$ cat src/rtl/irq_arb_pkg.sv
`timescale 1ns/1ps
package irq_arb_pkg;
   typedef enum logic [1:0] {
      PM_RUN   = 2'b00,
      PM_HALT  = 2'b01,
      PM_AHALT = 2'b10,
      PM_AHLT2 = 2'b11
   } pwr_mode_e;

   localparam int DEF_NSRC = 13;
   localparam logic [DEF_NSRC-1:0] DEF_USED  = 13'h07FF;
   localparam logic [DEF_NSRC-1:0] DEF_NMI   = 13'h0003;
   localparam logic [DEF_NSRC-1:0] DEF_HWAKE = 13'h00F9;
   localparam logic [DEF_NSRC-1:0] DEF_AWAKE = 13'h0005;
endpackage

$ cat src/rtl/irq_src_gate.sv
`timescale 1ns/1ps
module irq_src_gate
   import irq_arb_pkg::*;
#(
   parameter int            NSRC      = DEF_NSRC,
   parameter logic [NSRC-1:0] USED_MASK = DEF_USED,
   parameter logic [NSRC-1:0] NMI_MASK  = DEF_NMI,
   parameter logic [NSRC-1:0] HWAKE     = DEF_HWAKE,
   parameter logic [NSRC-1:0] AWAKE     = DEF_AWAKE
) (
   input  logic [NSRC-1:0] req_i,
   input  logic            gmask_i,
   input  logic [1:0]      mode_i,
   output logic [NSRC-1:0] cand_o,
   output logic            wake_o
);
   logic [NSRC-1:0] pass;
   logic [NSRC-1:0] wsel;
   pwr_mode_e       pm;

   assign pm = pwr_mode_e'(mode_i);

   for (genvar i = 0; i < NSRC; i++) begin : g_src
      if (USED_MASK[i]) begin : g_live
         assign pass[i] = req_i[i] & (NMI_MASK[i] | ~gmask_i);
      end else begin : g_dead
         assign pass[i] = 1'b0;
      end
   end

   always_comb begin
      unique case (pm)
         PM_RUN:   wsel = '0;
         PM_HALT:  wsel = HWAKE;
         default:  wsel = AWAKE;
      endcase
   end

   assign wake_o = |(pass & wsel);
   assign cand_o = (pm == PM_RUN) ? pass : '0;
endmodule

$ cat src/rtl/irq_prio_pick.sv
`timescale 1ns/1ps
module irq_prio_pick #(
   parameter int NSRC = 13,
   parameter int IW   = $clog2(NSRC + 1)
) (
   input  logic [NSRC-1:0] cand_i,
   output logic            any_o,
   output logic [IW-1:0]   idx_o,
   output logic [NSRC-1:0] onehot_o
);
   always_comb begin
      logic found;
      found    = 1'b0;
      onehot_o = '0;
      idx_o    = IW'(NSRC);
      for (int i = 0; i < NSRC; i++) begin
         if (cand_i[i] && !found) begin
            onehot_o[i] = 1'b1;
            idx_o       = IW'(i);
         end
         found = found | cand_i[i];
      end
      any_o = found;
   end
endmodule

$ cat src/rtl/irq_grant_hold.sv
`timescale 1ns/1ps
module irq_grant_hold #(
   parameter int NSRC = 13,
   parameter int IW   = $clog2(NSRC + 1)
) (
   input  logic            clk,
   input  logic            rst_n,
   input  logic            any_i,
   input  logic [IW-1:0]   idx_i,
   input  logic [NSRC-1:0] onehot_i,
   input  logic            ack_i,
   output logic            cap_o,
   output logic            vld_o,
   output logic [IW-1:0]   idx_o,
   output logic [NSRC-1:0] clr_o
);
   localparam logic [IW-1:0] IDLE = IW'(NSRC);

   logic            busy_q;
   logic [NSRC-1:0] sel_q;
   logic [IW-1:0]   idx_q;

   assign cap_o = ~busy_q & any_i;

   always_ff @(posedge clk or negedge rst_n) begin
      if (!rst_n) begin
         busy_q <= 1'b0;
         sel_q  <= '0;
         idx_q  <= IDLE;
      end else if (cap_o) begin
         busy_q <= 1'b1;
         sel_q  <= onehot_i;
         idx_q  <= idx_i;
      end else if (busy_q && ack_i) begin
         busy_q <= 1'b0;
         sel_q  <= '0;
         idx_q  <= IDLE;
      end
   end

   assign vld_o = busy_q;
   assign idx_o = idx_q;
   assign clr_o = (busy_q && ack_i) ? sel_q : '0;

   assert_hold_R5 : assert property (@(posedge clk) disable iff (!rst_n)
      (vld_o && !ack_i) |=> (vld_o && $stable(idx_o)));
   assert_release_R6 : assert property (@(posedge clk) disable iff (!rst_n)
      (vld_o && ack_i) |=> !vld_o);
   assert_clr_onehot_R6 : assert property (@(posedge clk) disable iff (!rst_n)
      $onehot0(clr_o));
   assert_clr_idle_R6 : assert property (@(posedge clk) disable iff (!rst_n)
      !vld_o |-> (clr_o == '0));
endmodule

$ cat src/rtl/irq_vec_arbiter.sv
`timescale 1ns/1ps
module irq_vec_arbiter
   import irq_arb_pkg::*;
#(
   parameter int              NSRC      = DEF_NSRC,
   parameter int              VW        = 16,
   parameter int              TOP_ADDR  = 'hFFFF,
   parameter logic [NSRC-1:0] USED_MASK = DEF_USED,
   parameter logic [NSRC-1:0] NMI_MASK  = DEF_NMI,
   parameter logic [NSRC-1:0] HWAKE     = DEF_HWAKE,
   parameter logic [NSRC-1:0] AWAKE     = DEF_AWAKE,
   parameter bit              REG_VEC   = 1'b1,
   localparam int             IW        = $clog2(NSRC + 1)
) (
   input  logic            clk,
   input  logic            rst_n,
   input  logic [NSRC-1:0] req_i,
   input  logic            gmask_i,
   input  logic [1:0]      mode_i,
   input  logic            ack_i,
   output logic [VW-1:0]   vec_o,
   output logic            vld_o,
   output logic [IW-1:0]   idx_o,
   output logic [NSRC-1:0] clr_o,
   output logic            wake_o
);
   localparam logic [IW-1:0] IDLE    = IW'(NSRC);
   localparam logic [VW-1:0] SLOT_HI = VW'(TOP_ADDR - 1);

   if (NSRC < 2 || NSRC > 64) begin : g_chk_n
      $error("irq_vec_arbiter: NSRC out of range");
   end
   if (TOP_ADDR + 1 < 2 * NSRC || TOP_ADDR >= (1 << VW)) begin : g_chk_top
      $error("irq_vec_arbiter: vector table does not fit");
   end

   logic [NSRC-1:0] cand;
   logic [NSRC-1:0] pick_oh;
   logic [IW-1:0]   pick_idx;
   logic            pick_any;
   logic            cap;

   irq_src_gate #(
      .NSRC(NSRC), .USED_MASK(USED_MASK), .NMI_MASK(NMI_MASK),
      .HWAKE(HWAKE), .AWAKE(AWAKE)
   ) i_gate (
      .req_i(req_i), .gmask_i(gmask_i), .mode_i(mode_i),
      .cand_o(cand), .wake_o(wake_o)
   );

   irq_prio_pick #(.NSRC(NSRC), .IW(IW)) i_pick (
      .cand_i(cand), .any_o(pick_any), .idx_o(pick_idx), .onehot_o(pick_oh)
   );

   irq_grant_hold #(.NSRC(NSRC), .IW(IW)) i_hold (
      .clk(clk), .rst_n(rst_n), .any_i(pick_any), .idx_i(pick_idx),
      .onehot_i(pick_oh), .ack_i(ack_i), .cap_o(cap), .vld_o(vld_o),
      .idx_o(idx_o), .clr_o(clr_o)
   );

   if (REG_VEC) begin : g_vec_reg
      logic [VW-1:0] vec_q;
      always_ff @(posedge clk or negedge rst_n) begin
         if (!rst_n)
            vec_q <= '0;
         else if (cap)
            vec_q <= SLOT_HI - (VW'(pick_idx) << 1);
         else if (vld_o && ack_i)
            vec_q <= '0;
      end
      assign vec_o = vec_q;
   end else begin : g_vec_comb
      assign vec_o = vld_o ? (SLOT_HI - (VW'(idx_o) << 1)) : '0;
   end

   assert_reserved_R3 : assert property (@(posedge clk) disable iff (!rst_n)
      vld_o |-> USED_MASK[idx_o]);
   assert_idle_R7 : assert property (@(posedge clk) disable iff (!rst_n)
      !vld_o |-> (idx_o == IDLE && vec_o == '0));
   assert_wake_run_R10 : assert property (@(posedge clk) disable iff (!rst_n)
      (mode_i == 2'b00) |-> !wake_o);
   assert_nogrant_R10 : assert property (@(posedge clk) disable iff (!rst_n)
      $rose(vld_o) |-> ($past(mode_i) == 2'b00));
   assert_mask_R4 : assert property (@(posedge clk) disable iff (!rst_n)
      ($rose(vld_o) && $past(gmask_i)) |-> NMI_MASK[idx_o]);
   assert_pending_R1 : assert property (@(posedge clk) disable iff (!rst_n)
      $rose(vld_o) |-> (($past(req_i) >> idx_o) & 1) != 0);
endmodule

$ cat config.mk
export PLATFORM = sky130hd
export DESIGN_NAME = irq_vec_arbiter
export DESIGN_NICKNAME = d
export VERILOG_FILES = /design/src/rtl/irq_arb_pkg.sv /design/src/rtl/irq_src_gate.sv /design/src/rtl/irq_prio_pick.sv /design/src/rtl/irq_grant_hold.sv /design/src/rtl/irq_vec_arbiter.sv
export SDC_FILE = /design/constraint.sdc
export NUM_CORES = 1
export LEC_CHECK = 0
export BUFFER_PORTS_ARGS = -buffer_cell sky130_fd_sc_hd__buf_2
export CORE_UTILIZATION = 47
export CTS_CLUSTER_SIZE = 20
export DETAILED_ROUTE_END_ITERATION = 8
export GPL_TIMING_DRIVEN = 0
export PLACE_DENSITY = 0.79
export SYNTH_ARGS = -nofsm -noshare
export SYNTH_HDL_FRONTEND = slang
export SYNTH_SLANG_ARGS = --single-unit
$ cat constraint.sdc
create_clock -name clk -period 2 [get_ports clk]
set_input_delay 0.1 -clock clk [delete_from_list [all_inputs] [get_ports clk]]
set_output_delay 0.1 -clock clk [all_outputs]
set_load 0.01 [all_outputs]
# == After elaboration in Yosys (flattened, before gate mapping) ==
# Index checks and enable logic that the tools add are counted.
# op_classes
bitwise_logic,25
n_mux,37
n_eq_ne,1
add_sub_neg,1
reduce_logical,28
# op_table
operator,n
$mux 4,15
$mux 13,3
$mux 16,2
$pmux 8 s2,1
$mux 1,15
$and 11x13->13,1
$reduce_or 13->1,1
$logic_not 1->1,12
$logic_and 1x1->1,11
$mux 11,1
$and 1x1->1,10
$or 1x1->1,10
$sub 2x6->7 const A,1
$eq 2x1->1 const B,1
$logic_and 1x1->1 const A,2
$logic_not 2->1,1
$not 1->1,2
$or 1x1->1 const B,2
$reduce_bool 2->1,1
# word_totals
word_cells,96
input_bits,19
ff_bits,34

# == Longest topological paths before layout ==
# Gate-level depths: netlist (run 1).
# logic_depth
depth_word,19
ltp_mapped,6
ltp_nobuf,4

# == Hierarchy ==
# Synthesis (run 1) repeated with hierarchy kept, for this count alone.
# hier_totals
cells_unflattened,168
area_unflattened_um2,1617.8
# modules_own_cells
mod,cells_per_inst,area_per_inst_um2,instances
irq_grant_hold,77,954.7,1
irq_vec_arbiter,29,282.8,1
irq_prio_pick,40,240.2,1
irq_src_gate,22,140.1,1

# == Worst setup path after synthesis (run 1) ==
# Ideal clock, no wire load.
# synth_timing
path_kind,flip-flop to flip-flop
startpoint,"register, netlist name vec_o[14]"
endpoint,register i_hold.sel_q[0]
arrival_time_ns,1.455
n_path_buf,2
stages_incl_launch_ff,7
path_slack_ns,0.424
setup_time_ns,0.121
path_cell_list,dfrtp_1 buf_6 inv_1 nor2_1 a31o_4 buf_12 a32o_2
# synth_lines
element,line_no,text
to (signal assigned),irq_grant_hold.sv:32,sel_q <= onehot_i;
to (decl),irq_grant_hold.sv:20,logic [NSRC-1:0] sel_q;

==> results of run 1 <==
## cell families after synthesis
family / after synthesis
AND/OR/NAND/NOR: 38
AO/OA/AOI/OAI: 40
buffers and inverters: 29
flip-flops: 20
other: 1
## worst min path at each step
stage	end	slack, ps	depth (start not counted)
detailed placement	i_hold.sel_q[0]	80	1
global placement	i_hold.sel_q[0]	60	1
finish	i_hold.sel_q[8]	70	2
floorplan	i_hold.idx_o[1]	-200	0
global route	i_hold.sel_q[8]	70	2
CTS	i_hold.sel_q[8]	70	2
## flip-flops by register name (all words and copies together), names as in the netlist
signal	count
i_hold.sel_q	11
i_hold.idx_o	4
vec_o	5
## stage by stage
stage / hold slack, ps / instances / cell area, um^2 / utilization / power (mW)
2_1_floorplan: -196 / 130 / 1280 / - / 0.898
3_3_place_gp: 63.8 / 206 / 1540 / 0.612 / 1.08
3_5_place_dp: 80.2 / 206 / 1540 / 0.612 / 1.10
4_1_cts: 66.0 / 211 / 1610 / 0.637 / 1.45
5_1_grt: 72.0 / 210 / 1600 / 0.635 / 1.53
6_report: 70.0 / 210 / 1600 / 0.635 / 1.43
## worst reg2reg max path, cell delays in order (launching register included)
cell	delay, ps
dfrtp_1	520
buf_6	220
inv_1	160
nor2_1	100
a31o_4	250
buf_12	150
a32o_2	210
## timing repair
| item | in CTS | in global routing |
|---|---|---|
| setup endpoints to repair | 0 | 10 |
| hold buffers | 1 | 0 |
| hold endpoints to repair | 17 | 0 |
## per-layer routing
metal,part of all wire,vias up
li1,-,563
met1,0.44,556
met2,0.47,48
met3,0.066,5
met4,0.015,0
met5,0,-
## power by group through the flow
stage | Clock, mW | Sequential (mW) | Combinational, mW
final | 0.349 | 0.522 | 0.562
after global routing | 0.365 | 0.531 | 0.631
after CTS | 0.353 | 0.524 | 0.572
after detailed placement | 0 | 0.531 | 0.568
after global placement | 0 | 0.525 | 0.557
after floorplan | 0 | 0.553 | 0.344
## layout by cell type (no fill, tap or decap), drive strengths merged, types with 2 or more instances in the layout
cell type and instances:
buf 64, dfrtp 17, and3 11, nor2 9, a32o 8, inv 7, clkbuf 6, a21oi 5
o21ai 5, nand2 4, o31ai 3, a21o 3, nand3 3, conb 3, dfstp 3, nor3 3
nor2b 2, a22o 2, or4 2, a31o 2
## final cells by class
cell class              instances  share of cell area
plain buffers                  21               0.105
clock buffers                   3              0.0141
clock inverters                 1              0.0187
inverters                       7              0.0164
multi-input cells              81               0.358
flip-flops and latches         20               0.315
well taps                      30              0.0234
repair buffers                 47               0.150
==> impl_metrics.env, run 1 <==
export IMPL_status="finished clean"
export IMPL_postCtsSetupRepairBufs=0
export IMPL_detail_route_antenna_nets=0
export IMPL_num_rows=18
export IMPL_p_comb_frac=0.392
export IMPL_area_delta_synth_final_pct=26.3
export IMPL_fillers=225
export IMPL_io_pins=54
export IMPL_synthAdderAreaFrac=0
export IMPL_final_nets=200
export IMPL_max_vdd_ir_drop_mv=0.704
export IMPL_drt_pass1_iter_count=4
export IMPL_postSynthAreaPerCell_um2=9.91
export IMPL_cp_start_kind="register"
export IMPL_final_seq_area_um2=504
export IMPL_seq_power_share=0.364
export IMPL_cp_slowest_stage_delay_ps=520
export IMPL_clk_pin_slew_ps=130
export IMPL_worst_clock_skew_ps=1.92
export IMPL_start_util=0.503
export IMPL_r2r_slack_ps=300
export IMPL_async_flop_share=1.00
export IMPL_synth_edf_count=0
export IMPL_fin_tns_setup_ps=0
export IMPL_critical_path_slowest_cell="dfrtp_1"
export IMPL_grt_max_degree=21
export IMPL_diodes=0
export IMPL_critPathRequiredTime_ps=2230
export IMPL_ys_top_cells_by_area="dfrtp_1 34%, buf_4 8.3%, dfstp_2 6.2%"
export IMPL_yosys_area_share_simple=0.168
export IMPL_cp_num_cells=6
export IMPL_hold_viol=0
export IMPL_yosysTopAreaCellShare=0.335
export IMPL_cts_buffer_depth=2
export IMPL_crit_path_end_kind="register"
export IMPL_ys_seq_elements=20
export IMPL_post_cts_resized=0
export IMPL_relSlewSlack=0.568
export IMPL_powerDensity_nw_per_um2=895
export IMPL_p_switching_mw=0.476
export IMPL_endpoint="i_hold.sel_q[0]"
export IMPL_dp_slack_ps=224
export IMPL_multi_input_area_um2=574
export IMPL_r2r_end="i_hold.sel_q[0]"
export IMPL_period_share=0.851
export IMPL_finalCriticalPeriod_ps=1700
export IMPL_min_from="req_i[8]"
export IMPL_hold_path_class="in -> reg"
export IMPL_cp_max_fo=19
export IMPL_vias=1172
export IMPL_setup_ws_ps=299
export IMPL_dieHeight_um=54.0
export IMPL_crit_type="reg -> reg"
export IMPL_fmax_ghz=0.588
export IMPL_worstReg2RegStart="vec_o[14]"
export IMPL_synthFlopType="dfrtp_1"
export IMPL_drive_gt1_frac=0.456
export IMPL_grtUsageMet3=0.0395
export IMPL_cts_htree_levels=1
export IMPL_tritoncts="yes"
export IMPL_yosysWarnings=0
export IMPL_routed_wl_mm=3.08
export IMPL_vias_per_cell=5.58
export IMPL_synth_most_common_cell="dfrtp_1"
export IMPL_hpwl_mm=2.30
export IMPL_p_leak_nw=0.861
export IMPL_cap_violations=0
export IMPL_worstMarginPinSlew_ps=645
export IMPL_grt_pass1_wl_mm=4.82
export IMPL_clk_root_buffer_cell="clkbuf_4"
export IMPL_cp_top_family="flip-flops"
export IMPL_arrival_ps=1930
export IMPL_synth_compound_area_share=0.276
export IMPL_reg2reg_depth=6
export IMPL_yosysUniqueCellTypes=45
export IMPL_wire_per_inst_um=14.6
export IMPL_path_cells="buf_6 -> inv_1 -> nor2_1 -> a31o_4 -> buf_12 -> a32o_2"
export IMPL_fp_coreArea_um2=2520
export IMPL_met1_usage=0.278
export IMPL_numCtsBuffers=3
export IMPL_drt_iter0_markers=30
export IMPL_startpoint="vec_o[14]"
export IMPL_gr_total_overflow=0
export IMPL_setup_viol=0
export IMPL_clkPwrFrac=0.243
export IMPL_synth_top_family_by_area="compound AO/OA/AOI/OAI gates"
export IMPL_met2_usage=0.422
export IMPL_antenna_found_initial=0
export IMPL_rsz0062_at_grt="no"
export IMPL_cts_sinks=20
export IMPL_track_usage=0.236
export IMPL_die_w_um=54.0
export IMPL_synth_cell_area_um2=1270
export IMPL_drv_slew=0
export IMPL_internal_power_mw=0.958
export IMPL_ys_seq_area_frac=0.397
export IMPL_busiest_layer="met2"
export IMPL_critPathBufInv=3
export IMPL_synth_top_cell_by_area="dfrtp_1"
export IMPL_portBuffers=46
export IMPL_synthXorXnorAreaFrac=0
export IMPL_postSynthCellCount=128
export IMPL_synthMuxAreaShare=0
export IMPL_grt_pass1_vias=1080
export IMPL_fp_dieArea_um2=2910
export IMPL_insertion_delay_ps=320
export IMPL_swShare=0.332
export IMPL_place_congestion=0.818
export IMPL_drc=0
export IMPL_synth_top_cells_by_count="17 x dfrtp_1, 14 x buf_4, 11 x and3_1, 9 x nor2_1"
Power figures use the tool's default switching activity.
==> run 2, diff against run 1 <==
- ABC_AREA: unset -> 1
- CORE_UTILIZATION: 47 -> 49
- PLACE_DENSITY: 0.79 -> unset
- PLACE_DENSITY_LB_ADDON: unset -> 0.15
==> run 2 against run 1 <==
First-iteration DRC count shrank 13%. Clock power shrank 33%. Worst setup slack lost 120 ps. Sequential share of layout area shrank 2.6 points. Die area grew 6.3%. Synthesized area grew 11%. Non-clock buffer count shrank 1. Sequential power grew 11%. Flip-flop and latch count is the same. Count of clock-buffer cells in the layout grew 1. Largest power group unchanged.
==> impl_metrics.env, run 2 <==
export IMPL_status="finished clean"
export IMPL_total_power_mw=1.54
export IMPL_rsz0062_at_grt="no"
export IMPL_start_util=0.515
export IMPL_drv_slew=0
export IMPL_critical_path_slowest_cell="dfrtp_2"
export IMPL_postSynthAreaPerCell_um2=8.00
export IMPL_yosysTopAreaCellShare=0.302
export IMPL_crit_path_end_kind="output pin"
export IMPL_synth_cell_area_um2=1410
export IMPL_vias=1236
export IMPL_synth_edf_count=0
export IMPL_p_switching_mw=0.588
export IMPL_grt_pass1_vias=1090
export IMPL_cts_sinks=20
export IMPL_largest_reg_flops=11
export IMPL_drt_pass1_iter_count=4
export IMPL_yosysWarnings=0
export IMPL_worstReg2RegStart="vec_o[14]"
export IMPL_setup_viol=0
export IMPL_cp_start_kind="register"
export IMPL_cts_buffer_depth=2
export IMPL_fin_tns_setup_ps=0
export IMPL_ys_top_cells_by_area="dfrtp_1 30%, nand2_1 8.8%, buf_4 7.5%"
export IMPL_ys_seq_elements=20
export IMPL_layout_common_cells="48 x buf_2, 33 x nand2_1, 24 x inv_1"
export IMPL_drive_gt1_frac=0.470
export IMPL_fp_coreArea_um2=2730
export IMPL_num_rows=19
export IMPL_insertion_delay_ps=310
export IMPL_place_congestion=0.824
export IMPL_detail_route_antenna_nets=0
export IMPL_max_vdd_ir_drop_mv=0.780
export IMPL_antenna_found_initial=0
export IMPL_die_w_um=55.6
export IMPL_synth_top_cell_by_area="dfrtp_1"
export IMPL_min_from="req_i[1]"
export IMPL_hpwl_mm=2.25
export IMPL_hold_path_class="in -> reg"
export IMPL_cap_violations=0
export IMPL_layout_commonest_cell="buf_2"
export IMPL_internal_power_mw=0.950
export IMPL_yosysUniqueCellTypes=26
export IMPL_dieHeight_um=55.6
export IMPL_drt_iter0_markers=26
export IMPL_gr_total_overflow=0
export IMPL_clk_root_buffer_cell="clkbuf_4"
export IMPL_drc=0
export IMPL_synth_most_common_cell="nand2_1"
export IMPL_async_flop_share=1.00
export IMPL_grt_pass1_wl_mm=4.79
export IMPL_worst_clock_skew_ps=7.75
export IMPL_io_pins=54
export IMPL_wire_per_inst_um=10.7
export IMPL_startpoint="vec_o[14]"
export IMPL_cp_max_fo=16
export IMPL_clk_pin_slew_ps=110
export IMPL_numCtsBuffers=3
export IMPL_synthFlopType="dfrtp_1"
export IMPL_track_usage=0.193
export IMPL_cts_htree_levels=1
export IMPL_clkPwrFrac=0.153
export IMPL_p_leak_nw=0.971
export IMPL_tritoncts="yes"
export IMPL_largest_register="i_hold.sel_q"
export IMPL_finalCriticalPeriod_ps=1820
export IMPL_fillers=259
export IMPL_powerDensity_nw_per_um2=878
export IMPL_synth_top_cells_by_count="33 x nand2_1, 24 x inv_1, 21 x nor2_1, 17 x dfrtp_1, 14 x buf_4"
export IMPL_hold_viol=0
export IMPL_cp_top_family="buffers and inverters"
export IMPL_swShare=0.382
export IMPL_p_comb_frac=0.470
export IMPL_postCtsSetupRepairBufs=0
export IMPL_arrival_ps=1720
export IMPL_final_nets=252
export IMPL_period_share=0.909
export IMPL_postSynthCellCount=176
export IMPL_critPathBufInv=2
export IMPL_cp_slowest_stage_delay_ps=530
export IMPL_area_delta_synth_final_pct=24.4
export IMPL_seq_power_share=0.378
export IMPL_grt_max_degree=21
export IMPL_fp_dieArea_um2=3090
export IMPL_diodes=0
export IMPL_ys_seq_area_frac=0.358
export IMPL_routed_wl_mm=2.83
export IMPL_vias_per_cell=4.70
export IMPL_portBuffers=48
export IMPL_fmax_ghz=0.550
export IMPL_crit_type="reg -> out"
export IMPL_path_cells="nand2_1 -> clkbuf_1 -> nor2_1 -> buf_2"
export IMPL_critPathRequiredTime_ps=1900
==> run 2: power groups by stage <==
stage | clock network [mW] | registers [mW] | logic, mW
6_report | 0.235 | 0.581 | 0.722
3_3_place_gp | 0 | 0.583 | 0.719
2_1_floorplan | 0 | 0.620 | 0.464
5_1_grt | 0.251 | 0.597 | 0.785
4_1_cts | 0.242 | 0.582 | 0.734
3_5_place_dp | 0 | 0.591 | 0.730
==> run 2: path summary, 6_finish.rpt <==
check	end	slack [ps]	depth (start not counted)
worst max register to register	i_hold.sel_q[9]	730	4
worst max-delay path	clr_o[6]	180	4
max in group asynchronous	i_hold.idx_o[3]	1400	2
min in group asynchronous	i_hold.idx_o[1]	250	2
worst min register to register	i_hold.idx_o[3]	480	2
worst min-delay path	i_hold.sel_q[1]	100	3
==> run 2: worst reg2reg max path: cells and delay by family (launching register included) <==
kind                   cells  cell delay, ps
AO/OA/AOI/OAI              1              70
buffers and inverters      1             220
flip-flops                 1             540
AND/OR/NAND/NOR            2             330
==> run 2: metal layers <==
layer  track usage  share of wire  up-vias
met1         0.235           0.43      550
met3        0.0465          0.045        4
met2         0.341           0.51       35
met4        0.0536          0.012        0
met5             0              0        -
li1              -              -      647
==> run 2: stage by stage <==
stage	utilization	cells	worst slack [ps]	hold slack [ps]	instance area (um^2)
after detailed placement	0.620	257	383	68.7	1700
after global placement	0.620	257	446	58.1	1700
final	0.641	263	183	98.9	1750
after floorplan	-	178	621	-196	1420
after CTS	0.641	263	27.8	101	1750
after global routing	0.641	263	53.5	103	1750
==> run 2: cells by family (layout without fill, tap and decap cells) <==
kind of cell    after synthesis  after routing  share of synthesized area
compound gates               17             17                     0.0888
flops                        20             20                      0.358
simple gates                 95             95                      0.380
buf+inv                      43             97                      0.171
other cells                   1              3                    0.00266
==> run 2: final cells by class <==
| type | count | area (um^2) | area share |
|---|---|---|---|
| multi-input combinational | 115 | 672 | 0.383 |
| tap | 31 | 38.8 | 0.0221 |
| buffer | 17 | 140 | 0.0799 |
| sequential | 20 | 505 | 0.288 |
| timing repair buffer | 50 | 260 | 0.148 |
| inverter | 26 | 100 | 0.0571 |
| clock buffer | 4 | 36.3 | 0.0207 |
==> run 2: timing repair <==
item	CTS	global route
hold endpoints to repair	18	0
endpoints found under the setup margin	0	11
hold buffers	2	0
gates resized for setup	0	1
